[config.mk]
export PLATFORM = sky130hd
export DESIGN_NAME = seq_shift_mul
export DESIGN_NICKNAME = d
export VERILOG_FILES = /design/src/rtl/shmul_pkg.sv /design/src/rtl/shmul_adder.sv /design/src/rtl/shmul_ctrl.sv /design/src/rtl/shmul_datapath.sv /design/src/rtl/seq_shift_mul.sv
export SDC_FILE = /design/constraint.sdc
export NUM_CORES = 1
export LEC_CHECK = 0
export BUFFER_PORTS_ARGS = -buffer_cell sky130_fd_sc_hd__buf_4
export CORE_ASPECT_RATIO = 0.6
export CORE_UTILIZATION = 49
export DETAILED_ROUTE_END_ITERATION = 6
export PLACE_DENSITY = 0.77
export SLEW_MARGIN = 20
export SYNTH_ARGS = -nofsm -noshare
export SYNTH_HDL_FRONTEND = slang
export SYNTH_SLANG_ARGS = --single-unit
export TNS_END_PERCENT = 10
[constraint.sdc]
create_clock -name clk -period 11.4 [get_ports clk]
set_input_delay 0.57 -clock clk [delete_from_list [all_inputs] [get_ports clk]]
set_output_delay 0.57 -clock clk [all_outputs]
set_load 0.01 [all_outputs]
[src/rtl/shmul_pkg.sv]
package shmul_pkg;

    typedef enum logic [1:0] {
        ST_IDLE = 2'd0,
        ST_RUN  = 2'd1,
        ST_DONE = 2'd2
    } mul_state_e;

endpackage

[src/rtl/shmul_adder.sv]
module shmul_adder #(
    parameter int W      = 32,
    parameter bit RIPPLE = 1'b1
) (
    input  logic [W-1:0] a,
    input  logic [W-1:0] b,
    output logic [W:0]   sum
);

    generate
        if (RIPPLE) begin : g_ripple
            logic [W:0] carry;
            assign carry[0] = 1'b0;
            for (genvar i = 0; i < W; i++) begin : g_bit
                logic p;
                assign p          = a[i] ^ b[i];
                assign sum[i]     = p ^ carry[i];
                assign carry[i+1] = (a[i] & b[i]) | (p & carry[i]);
            end
            assign sum[W] = carry[W];
        end else begin : g_behav
            assign sum = {1'b0, a} + {1'b0, b};
        end
    endgenerate

endmodule

[src/rtl/shmul_ctrl.sv]
module shmul_ctrl
    import shmul_pkg::*;
#(
    parameter int W = 32
) (
    input  logic clk,
    input  logic rst_n,
    input  logic start,
    output logic load,
    output logic step,
    output logic busy,
    output logic done
);

    localparam int CNT_W = (W > 1) ? $clog2(W) : 1;
    localparam logic [CNT_W-1:0] LAST = CNT_W'(W - 1);

    typedef struct packed {
        mul_state_e       st;
        logic [CNT_W-1:0] cnt;
    } ctrl_t;

    ctrl_t ctrl_d, ctrl_q;

    always_comb begin
        ctrl_d = ctrl_q;
        load   = 1'b0;
        step   = 1'b0;
        case (ctrl_q.st)
            ST_IDLE, ST_DONE: begin
                if (start) begin
                    load       = 1'b1;
                    ctrl_d.st  = ST_RUN;
                    ctrl_d.cnt = '0;
                end
            end
            ST_RUN: begin
                step = 1'b1;
                if (ctrl_q.cnt == LAST) begin
                    ctrl_d.st = ST_DONE;
                end else begin
                    ctrl_d.cnt = ctrl_q.cnt + 1'b1;
                end
            end
            default: ctrl_d.st = ST_IDLE;
        endcase
    end

    always_ff @(posedge clk or negedge rst_n) begin
        if (!rst_n) begin
            ctrl_q.st  <= ST_IDLE;
            ctrl_q.cnt <= '0;
        end else begin
            ctrl_q <= ctrl_d;
        end
    end

    assign busy = (ctrl_q.st == ST_RUN);
    assign done = (ctrl_q.st == ST_DONE);

endmodule

[src/rtl/shmul_datapath.sv]
module shmul_datapath #(
    parameter int W      = 32,
    parameter bit RIPPLE = 1'b1
) (
    input  logic         clk,
    input  logic         rst_n,
    input  logic         load,
    input  logic         step,
    input  logic [W-1:0] mcand_in,
    input  logic [W-1:0] mplier_in,
    output logic [W-1:0] upper,
    output logic [W-1:0] lower
);

    localparam int PW = 2 * W;

    typedef struct packed {
        logic [W-1:0]  mcand;
        logic [PW-1:0] acc;
    } dp_t;

    dp_t dp_d, dp_q;

    logic [W-1:0] addend;
    logic [W:0]   part_sum;

    assign addend = dp_q.acc[0] ? dp_q.mcand : '0;

    shmul_adder #(.W(W), .RIPPLE(RIPPLE)) u_add (
        .a   (dp_q.acc[PW-1:W]),
        .b   (addend),
        .sum (part_sum)
    );

    always_comb begin
        dp_d = dp_q;
        if (load) begin
            dp_d.mcand = mcand_in;
            dp_d.acc   = {{W{1'b0}}, mplier_in};
        end else if (step) begin
            dp_d.acc = {part_sum, dp_q.acc[W-1:1]};
        end
    end

    always_ff @(posedge clk or negedge rst_n) begin
        if (!rst_n) begin
            dp_q <= '0;
        end else begin
            dp_q <= dp_d;
        end
    end

    assign upper = dp_q.acc[PW-1:W];
    assign lower = dp_q.acc[W-1:0];

endmodule

[src/rtl/seq_shift_mul.sv]
module seq_shift_mul #(
    parameter int W      = 32,
    parameter bit RIPPLE = 1'b1
) (
    input  logic         clk,
    input  logic         rst_n,
    input  logic         start,
    input  logic [W-1:0] multiplicand,
    input  logic [W-1:0] multiplier,
    output logic         busy,
    output logic         done,
    output logic [W-1:0] hi,
    output logic [W-1:0] lo
);

    logic load;
    logic step;

    shmul_ctrl #(.W(W)) u_ctrl (
        .clk   (clk),
        .rst_n (rst_n),
        .start (start),
        .load  (load),
        .step  (step),
        .busy  (busy),
        .done  (done)
    );

    shmul_datapath #(.W(W), .RIPPLE(RIPPLE)) u_dp (
        .clk       (clk),
        .rst_n     (rst_n),
        .load      (load),
        .step      (step),
        .mcand_in  (multiplicand),
        .mplier_in (multiplier),
        .upper     (hi),
        .lower     (lo)
    );

endmodule

==> metrics <==
Max-Cap Viols 0; XOR/XNOR share of the synthesized area 0; Adder-Cell Fraction of Synth Area 0.120; Worst Tran Pin Value 1.05 ns; Mapped Area roughly 5500 um2; GR Overflow Total 0; Final GP Congestion around 0.82; Cell variety after synth 29; DIE HEIGHT approximately 84 um; Post-Syn Instances 577; crit start category flop; initial antenna violation count 0; placed cell areas about 6100 um2; Net Count, Synth 678; first-pass detailed-route iteration total 6; RSZ-0062 raised after global routing true; CTS tree built; Crit path largest cell delay 0.50 ns; Tcrit/Tclk final 1.03; critical path data required time around 12 ns; Worst R2R Start u_dp.lower[0]; final hold violation count 0; reg-to-reg endpoint u_dp.upper[30]; crit path DAT roughly 12 ns; share of layout cells above drive strength 1 0.299; setup bufs post-CTS 0; average cell area after synthesis roughly 9.5 um2; crit path max fanout 3; flop2flop setup slack -0.30 ns; vias in the first global route 4,002; share of the synthesized area in the top cell type 0.472; # diodes 0; sequential fraction of the synthesis area 0.472; CP max stage cell fa_1; Synth Warn # 0; detailed-route vias per instance a little over 5; Worst VDD drop between 0.0001 and 0.00015 V; first-pass GRT wire length approximately 20,000 um; cell taking the most area after synthesis dfrtp_1; routed wire length ~12,000 um; max frequency between 0.08 and 0.09 GHz; NetSw ~740 uW; Synth Area in Compound Gates 0.0989; DRC 10; clock latency on the worst-skew pair between 0.3 and 0.4 ns; pwr/cell area 294 nW/um2; post-synthesis mux area share 0; Comb power frac 0.462; Reg2Reg Depth 35; most used cell, CP fa_2; Initial Util 0.510; # rows 29; Synth Area in Simple Gates 0.169; fillers 912; via count 3,928; kind of critical path reg -> reg; clk root buf clkbuf_16; Yosys reg bits ~100; kind of end point of the critical path flop; final instance area around 6500 um2; largest cells by area after synthesis dfrtp_1 (47%), nand2_1 (13%), fa_1 (11%); antenna viol nets, final 0; I/O pin count 133; area of the core about 11,000 um2; Sink Count 103; Die Area roughly 12,000 um2; max_slew headroom 0.303; worst min path class in -> async; clock slew at reported path FFs 0.07 ns; clock network power share 0.168; outcome finished, violations left; CTS Hold Bufs 0; final setup skew ~0.0083 ns; fin nets ~730; CTS H-Tree Depth 3; Die X-Extent approximately 140 um; Max Slew Vio Count 0; sw frac 0.388; TritonCTS Buffers 9; Port Buf Inserts around 130; DRT iter0 DRCs 230; largest net degree at the start of global routing 100; WL/cell about 15 um; Internal Pwr Total around 1.2 mW; sequential share of power 0.371; DPL Wire Length between 7000 and 8000 um; min setup slack post-route -0.303 ns; post-route minimum period around 12 ns; largest family of logic cells by synthesized area simple AND/OR/NAND/NOR gates; Leak ~3.1 nW; Layout area overhead 18.1%; failing checks DRC, setup timing; Final setup viols 2; CTS Buffer Depth 2; Final Util 0.603; GRT Util Overall 0.218
==> worst max path at each step <==
stage                  startpoint             end  slack (ns)  depth (start not counted)
floorplan           u_dp.lower[0]  u_dp.upper[30]        0.02                         35
global placement    u_dp.lower[0]  u_dp.upper[30]       -0.16                         35
detailed placement  u_dp.lower[0]  u_dp.upper[30]       -0.30                         35
CTS                 u_dp.lower[0]  u_dp.upper[30]       -0.31                         35
global route        u_dp.lower[0]  u_dp.upper[30]       -0.59                         35
finish              u_dp.lower[0]  u_dp.upper[30]       -0.30                         35
==> stage by stage <==
stage	hold WS, ns	power, mW	TNS [ns]	std cells	setup slack (ns)
after floorplan	0.274	1.37	0	577	0.0210
after global routing	0.272	2.07	-1.30	775	-0.590
final	0.218	1.90	-0.488	775	-0.303
after detailed placement	0.463	1.59	-0.500	759	-0.303
after CTS	0.245	1.92	-0.512	775	-0.308
after global placement	0.453	1.54	-0.193	759	-0.162
==> critical path, delay by kind of cell, from the launching register on <==
kind,cells,cell delay [ns]
flip-flops,1,0.36
buffers and inverters,1,0.06
AO/OA/AOI/OAI,1,0.06
AND/OR/NAND/NOR,1,0.13
adder cells (fa/ha/maj),32,10.95
==> Yosys cell counts <==
master and n:
a21oi_1 1, a22o_1 2, a22oi_1 1, a31oi_1 30, and2_1 2, and3_1 1
buf_1 2, buf_2 22, buf_4 64, clkbuf_1 8, dfrtp_1 103, fa_1 31
ha_1 3, inv_1 35, inv_2 1, nand2_1 188, nand2b_1 2, nand3_1 6
nor2_1 31, nor2_2 1, nor2b_1 2, nor3_1 1, nor3b_1 1, o211ai_2 1
o21ai_0 4, o22ai_1 1, o2bb2ai_1 31, o31ai_2 1, or3b_1 1
==> cell type report <==
class,instances,area [um2],area share
flip-flops and latches,103,2580,0.399
multi-input cells,342,2210,0.343
repair buffers,139,1040,0.162
clock buffers,13,270,0.0419
well taps,139,174,0.0270
inverters,36,135,0.0209
clock inverters,3,40.0,0.00621
==> cell usage in the layout, fill, tap and decap left out, types with 2 or more instances in the layout <==
| master | count |
|---|---|
| a22o_1 | 2 |
| a31oi_1 | 30 |
| and2_1 | 2 |
| buf_4 | 139 |
| clkbuf_16 | 9 |
| clkbuf_8 | 3 |
| clkinv_2 | 2 |
| dfrtp_1 | 103 |
| fa_1 | 2 |
| fa_2 | 29 |
| ha_1 | 3 |
| inv_1 | 35 |
| nand2_1 | 188 |
| nand3_1 | 6 |
| nor2_1 | 31 |
| o21ai_0 | 4 |
| o2bb2ai_1 | 31 |
==> registers in the layout, indices dropped and copies added (netlist names) <==
register / flops
u_dp.upper: 32
u_ctrl.ctrl_q: 7
u_dp.dp_q: 32
u_dp.lower: 32
==> what timing repair did <==
item                       in CTS  in global routing
pin swaps                       0                  0
resized for setup               1                  0
setup endpoints to repair       3                  3
==> layer usage <==
metal  share of wire  wire, um  up-vias  track usage
met3           0.055       641       10       0.0585
met2            0.45      5190      113        0.331
met4           0.011       131        0       0.0562
met5               0         0        -            0
met1            0.49      5620     1931        0.311
li1                -         -     1874            -
==> power groups by stage <==
stage	combinational, mW	sequential, mW	clock, mW
after floorplan	0.712	0.661	0
after global placement	0.843	0.699	0
after detailed placement	0.884	0.703	0
after CTS	0.893	0.702	0.325
after global routing	1.00	0.729	0.338
final	0.875	0.703	0.318
==> cell families (layout without fill, tap and decap cells) <==
family | count (synthesis) | after routing
AOI/OAI and AO/OA | 72 | 72
adders and majority gates | 34 | 34
buffers and inverters | 132 | 191
and+or+nand+nor | 236 | 236
DFF | 103 | 103
No activity file was read; power rests on OpenSTA's default activity.
